[config.mk]
export PLATFORM = sky130hd
export DESIGN_NAME = ctl_unit
export DESIGN_NICKNAME = d
export VERILOG_FILES = /design/src/rtl/ctl_unit_pkg.sv /design/src/rtl/ctl_rom.sv /design/src/rtl/ctl_branch.sv /design/src/rtl/ctl_trap.sv /design/src/rtl/ctl_unit.sv
export SDC_FILE = /design/constraint.sdc
export NUM_CORES = 1
export LEC_CHECK = 0
export BUFFER_PORTS_ARGS = -buffer_cell sky130_fd_sc_hd__buf_2
export CAP_MARGIN = 20
export CORE_AREA = 2 2 39 41
export DETAILED_ROUTE_END_ITERATION = 10
export DIE_AREA = 0 0 41 43
export SLEW_MARGIN = 10
export SYNTH_ARGS = -nofsm -noshare
export SYNTH_HDL_FRONTEND = slang
export SYNTH_SLANG_ARGS = --single-unit
[constraint.sdc]
create_clock -name vclk -period 1.1
set_input_delay 0.22 -clock vclk [all_inputs]
set_output_delay 0.22 -clock vclk [all_outputs]
set_load 0.1 [all_outputs]
[src/rtl/ctl_unit_pkg.sv]
package ctl_unit_pkg;
  localparam int OP_W  = 6;
  localparam int FN_W  = 6;
  localparam int PCS_W = 3;
  localparam int WDS_W = 2;

  typedef struct packed {
    logic [FN_W-1:0]  fn;
    logic             a_sel;
    logic             b_sel;
    logic             mem_rd;
    logic             mem_wr;
    logic [PCS_W-1:0] pc_sel;
    logic             rb_sel;
    logic             wa_sel;
    logic [WDS_W-1:0] wd_sel;
    logic             rf_we;
  } ctl_word_t;

  localparam int CW_W = $bits(ctl_word_t);

  localparam logic [PCS_W-1:0] PCS_NEXT = 3'd0;
  localparam logic [PCS_W-1:0] PCS_BR   = 3'd1;
  localparam logic [PCS_W-1:0] PCS_JMP  = 3'd2;
  localparam logic [PCS_W-1:0] PCS_ILL  = 3'd3;
  localparam logic [PCS_W-1:0] PCS_IRQ  = 3'd4;

  localparam logic [WDS_W-1:0] WD_PC  = 2'd0;
  localparam logic [WDS_W-1:0] WD_ALU = 2'd1;
  localparam logic [WDS_W-1:0] WD_MEM = 2'd2;

  localparam logic [OP_W-1:0] OPC_LD   = 6'h18;
  localparam logic [OP_W-1:0] OPC_ST   = 6'h19;
  localparam logic [OP_W-1:0] OPC_JMP  = 6'h1B;
  localparam logic [OP_W-1:0] OPC_BRZ  = 6'h1C;
  localparam logic [OP_W-1:0] OPC_BRNZ = 6'h1D;
  localparam logic [OP_W-1:0] OPC_LDR  = 6'h1F;
  localparam logic [FN_W-1:0] FN_ADD   = 6'h00;
  localparam logic [FN_W-1:0] FN_PASSA = 6'h1A;

  // Table entry for one opcode; unlisted opcodes decode as illegal.
  function automatic ctl_word_t decode_entry(input logic [OP_W-1:0] op);
    ctl_word_t w;
    w = '0;
    if (op[OP_W-1 -: 2] == 2'b10 || op[OP_W-1 -: 2] == 2'b11) begin
      w.fn     = {2'b00, op[3:0]};
      w.b_sel  = op[4];
      w.wd_sel = WD_ALU;
      w.rf_we  = 1'b1;
    end else begin
      unique case (op)
        OPC_LD:   begin w.fn = FN_ADD; w.b_sel = 1'b1; w.mem_rd = 1'b1;
                        w.wd_sel = WD_MEM; w.rf_we = 1'b1; end
        OPC_ST:   begin w.fn = FN_ADD; w.b_sel = 1'b1; w.mem_wr = 1'b1;
                        w.rb_sel = 1'b1; end
        OPC_JMP:  begin w.pc_sel = PCS_JMP; w.wd_sel = WD_PC; w.rf_we = 1'b1; end
        OPC_BRZ,
        OPC_BRNZ: begin w.pc_sel = PCS_NEXT; w.wd_sel = WD_PC; w.rf_we = 1'b1; end
        OPC_LDR:  begin w.fn = FN_PASSA; w.a_sel = 1'b1; w.mem_rd = 1'b1;
                        w.wd_sel = WD_MEM; w.rf_we = 1'b1; end
        default:  begin w.pc_sel = PCS_ILL; w.wa_sel = 1'b1; w.wd_sel = WD_PC;
                        w.rf_we = 1'b1; end
      endcase
    end
    return w;
  endfunction
endpackage

[src/rtl/ctl_rom.sv]
module ctl_rom
  import ctl_unit_pkg::*;
#(
  parameter int ADDR_W = OP_W
) (
  input  logic [ADDR_W-1:0] addr_i,
  output ctl_word_t         word_o
);
  localparam int DEPTH = 1 << ADDR_W;

  ctl_word_t table_q [DEPTH];

  for (genvar g = 0; g < DEPTH; g++) begin : g_entry
    assign table_q[g] = decode_entry(OP_W'(g));
  end

  assign word_o = table_q[addr_i];

  always_comb begin
    if (word_o.mem_wr) begin
      assert_store_no_writeback_R5: assert (!word_o.rf_we && !word_o.mem_rd)
        else $error("store entry enables a write-back or read");
    end
  end
endmodule

[src/rtl/ctl_branch.sv]
module ctl_branch
  import ctl_unit_pkg::*;
(
  input  logic [OP_W-1:0] opcode_i,
  input  logic            zero_i,
  input  ctl_word_t       word_i,
  output ctl_word_t       word_o
);
  logic is_brz, is_brnz, taken;

  always_comb begin
    is_brz  = (opcode_i == OPC_BRZ);
    is_brnz = (opcode_i == OPC_BRNZ);
    taken   = (is_brz && zero_i) || (is_brnz && !zero_i);
    word_o  = word_i;
    if (taken) word_o.pc_sel = PCS_BR;
  end

  // Table must hold branches at "next" so that only this stage selects taken.
  always_comb begin
    if (is_brz || is_brnz) begin
      assert_branch_table_next_R6: assert (word_i.pc_sel == PCS_NEXT)
        else $error("branch table entry is not PC select next");
    end
  end
endmodule

[src/rtl/ctl_trap.sv]
module ctl_trap
  import ctl_unit_pkg::*;
(
  input  logic      irq_i,
  input  logic      super_i,
  input  logic      rst_n,
  input  ctl_word_t word_i,
  output ctl_word_t word_o
);
  logic irq_take;

  always_comb begin
    irq_take = irq_i && !super_i;
    word_o   = word_i;
    if (irq_take) begin
      word_o.mem_wr = 1'b0;
      word_o.pc_sel = PCS_IRQ;
      word_o.wa_sel = 1'b1;
      word_o.wd_sel = WD_PC;
      word_o.rf_we  = 1'b1;
    end
    if (!rst_n) begin
      word_o.mem_wr = 1'b0;
      word_o.rf_we  = 1'b0;
    end
  end

  always_comb begin
    if (!rst_n) begin
      assert_reset_quiet_R10: assert (!word_o.mem_wr && !word_o.rf_we)
        else $error("write enable active during reset");
    end
    if (super_i) begin
      assert_super_blocks_irq_R9: assert (word_o.pc_sel == word_i.pc_sel)
        else $error("interrupt accepted in supervisor mode");
    end
    if (irq_i && !super_i) begin
      assert_irq_vector_R8: assert (word_o.pc_sel == PCS_IRQ && !word_o.mem_wr)
        else $error("accepted interrupt without vector");
    end
  end
endmodule

[src/rtl/ctl_unit.sv]
module ctl_unit
  import ctl_unit_pkg::*;
(
  input  logic [5:0] opcode_i,
  input  logic       zero_i,
  input  logic       irq_i,
  input  logic       super_i,
  input  logic       rst_n,
  output logic [5:0] alu_fn_o,
  output logic       a_sel_o,
  output logic       b_sel_o,
  output logic       mem_rd_o,
  output logic       mem_wr_o,
  output logic [2:0] pc_sel_o,
  output logic       rb_sel_o,
  output logic       wa_sel_o,
  output logic [1:0] wd_sel_o,
  output logic       rf_we_o
);
  ctl_word_t rom_word, br_word, fin_word;

  ctl_rom #(.ADDR_W(OP_W)) u_rom (
    .addr_i (opcode_i),
    .word_o (rom_word)
  );

  ctl_branch u_branch (
    .opcode_i (opcode_i),
    .zero_i   (zero_i),
    .word_i   (rom_word),
    .word_o   (br_word)
  );

  ctl_trap u_trap (
    .irq_i   (irq_i),
    .super_i (super_i),
    .rst_n   (rst_n),
    .word_i  (br_word),
    .word_o  (fin_word)
  );

  assign alu_fn_o = fin_word.fn;
  assign a_sel_o  = fin_word.a_sel;
  assign b_sel_o  = fin_word.b_sel;
  assign mem_rd_o = fin_word.mem_rd;
  assign mem_wr_o = fin_word.mem_wr;
  assign pc_sel_o = fin_word.pc_sel;
  assign rb_sel_o = fin_word.rb_sel;
  assign wa_sel_o = fin_word.wa_sel;
  assign wd_sel_o = fin_word.wd_sel;
  assign rf_we_o  = fin_word.rf_we;

  always_comb begin
    if (pc_sel_o == 3'd1) begin
      assert_taken_only_on_branch_R6: assert (opcode_i == OPC_BRZ || opcode_i == OPC_BRNZ)
        else $error("taken-branch select on non-branch opcode");
    end
  end
endmodule

==> results.sh <==
export IMPL_path_buf_inv=2
export IMPL_ys_seq_area_share_pct=0
export IMPL_status="finished with violations"
export IMPL_drtIter0Drc=2
export IMPL_rsz0062_at_grt="true"
export IMPL_path_cells="buf_6, and3b_2, and3_4, and3_4, buf_12"
export IMPL_yosysWarnings=0
export IMPL_die_h_um=43
export IMPL_crit_type="in -> out"
export IMPL_worstSetupStartpoint="opcode_i[5]"
export IMPL_gp_congestion=0.742
export IMPL_violations="setup timing"
export IMPL_dp_slack_ns=-0.258
export IMPL_crit_family="simple AND/OR/NAND/NOR gates"
export IMPL_arrival_ns=1.12
export IMPL_grt_max_degree=10
export IMPL_syn_avg_cell_area_um2=6.29
export IMPL_track_usage_pct=11.2
export IMPL_antenna_cells=0
export IMPL_crit_fanout=3
export IMPL_cp_required_ns=0.88
export IMPL_setup_viol=12
export IMPL_min_path_type="in -> out"
export IMPL_synthTopCellsByArea="and2_2, buf_4, a21oi_1, o21a_1, and3_1"
export IMPL_p_leak_nw=0.414
export IMPL_fp_coreArea_mm2=0.00138
export IMPL_syn_nets=47
export IMPL_cp_start_kind="primary input"
export IMPL_place_hpwl_um=684
export IMPL_holdPathStages=3
export IMPL_cp_common_cell="and3_4"
export IMPL_hold_buffers=0
export IMPL_wl_met3_um=61
export IMPL_finalHoldViolCount=0
export IMPL_wl_per_cell_um=10.5
export IMPL_p_per_area_mw_per_mm2=580
export IMPL_syn_inst=37
export IMPL_placementRows=14
export IMPL_finalCritPeriodShare_pct=122
export IMPL_antenna_found_initial=0
export IMPL_routed_wl_um=924
export IMPL_fin_setup_tns_ns=-1.61
export IMPL_first_pass_iters=2
export IMPL_slowest_delay_ns=0.24
export IMPL_synth_area_um2=233
export IMPL_max_cap_violations=0
export IMPL_dieWidth_um=41
export IMPL_io_pins=28
export IMPL_cp_slowest_cell="and3b_2"
export IMPL_via_per_inst=4.33
export IMPL_nClkBuffers=0
export IMPL_worstHoldStart="opcode_i[3]"
export IMPL_period_minus_slack_ns=1.34
export IMPL_grt_pass1_wl_um=1460
export IMPL_portBuffers=27
export IMPL_ant_nets=0
export IMPL_end_kind="output pin"
export IMPL_grt_pass1_vias=376
export IMPL_fmax_ghz=0.744
export IMPL_synth_cells_most_frequent="a21oi_1, and2_2, buf_4"
export IMPL_whs_ns=0.822
export IMPL_start_util_pct=16.8
export IMPL_flops_and_latches=0
export IMPL_wl_met2_um=533
export IMPL_drv_slew=0
export IMPL_synth_top_area_share_pct=12.9
export IMPL_power_mw=0.556
export IMPL_worst_slack_ns=-0.245
export IMPL_gr_total_overflow=0
export IMPL_peakVddDrop_mv=0.489
export IMPL_synth_cell_types=21
export IMPL_nets=84
export IMPL_synth_area_leader_cell="and2_2"
export IMPL_hold_end="alu_fn_o[3]"
export IMPL_wl_met1_um=328
export IMPL_syn_to_final_growth_pct=312
export IMPL_cp_num_cells=5
export IMPL_drc=0
export IMPL_drive_gt1_share_pct=93.1
export IMPL_num_vias=381
export IMPL_seq_area_um2=0
export IMPL_top_layer_used="met3"
export IMPL_nFillCells=99
export IMPL_die_area_mm2=0.00176
-- metrics by stage --
step	cells	util, %	area, µm²
2_1_floorplan	37	-	337
3_3_place_gp	85	54.9	759
3_5_place_dp	85	54.9	759
4_1_cts	86	64.7	896
5_1_grt	88	69.3	958
6_report	88	69.3	958
-- placed cells by master, fill, tap and decap left out, drive strengths merged --
master and instances:
buf 39, and2 5, a21oi 4, and3 3
nor2b 2, o21ai 2, nor2 2, nor3 2
o21a 2, nand2 2, and3b 1, nand2b 1
clkinvlp 1, inv 1, nor3b 1, and2b 1
a211oi 1, a21boi 1, conb 1
-- worst max-delay path by stage --
stage / endpoint / slack (ns)
3_3_place_gp: mem_wr_o / -0.25
5_1_grt: mem_wr_o / -0.27
3_5_place_dp: mem_wr_o / -0.26
2_1_floorplan: mem_wr_o / -0.57
6_report: mem_wr_o / -0.24
4_1_cts: mem_wr_o / -0.23
-- layout make-up --
class | instances | area [µm²] | share of cell area [%]
timing repair buffer | 39 | 581 | 60.6
multi-input combinational | 31 | 347 | 36.2
tap | 16 | 20.0 | 2.09
inverter | 2 | 11.3 | 1.17
-- metal layers --
metal | global-route usage [%] | vias up
met3 | 1.57 | 0
met4 | 0 | 0
met2 | 21.3 | 16
met5 | 0 | -
li1 | - | 195
met1 | 13.0 | 170
-- where the power goes --
part           internal (mW)  switching, mW  total [mW]
sequential                 0              0           0
combinational          0.228          0.328       0.556
clock                      0              0           0
total                  0.228          0.328       0.556
-- what timing repair did --
| item | CTS | global route |
|---|---|---|
| endpoints found under the setup margin | 15 | 14 |
| gates cloned | 0 | 0 |
| pin swaps | 11 | 9 |
| gates resized for setup | 29 | 12 |
| setup buffers | 1 | 2 |
-- cells by family after synthesis --
| logic type | count (synthesis) | share of synthesized area, % |
|---|---|---|
| simple gates | 20 | 54.8 |
| compound gates | 10 | 25.8 |
| other cells | 1 | 1.61 |
| buf+inv | 6 | 17.7 |
No activity file was read; power rests on OpenSTA's default activity.
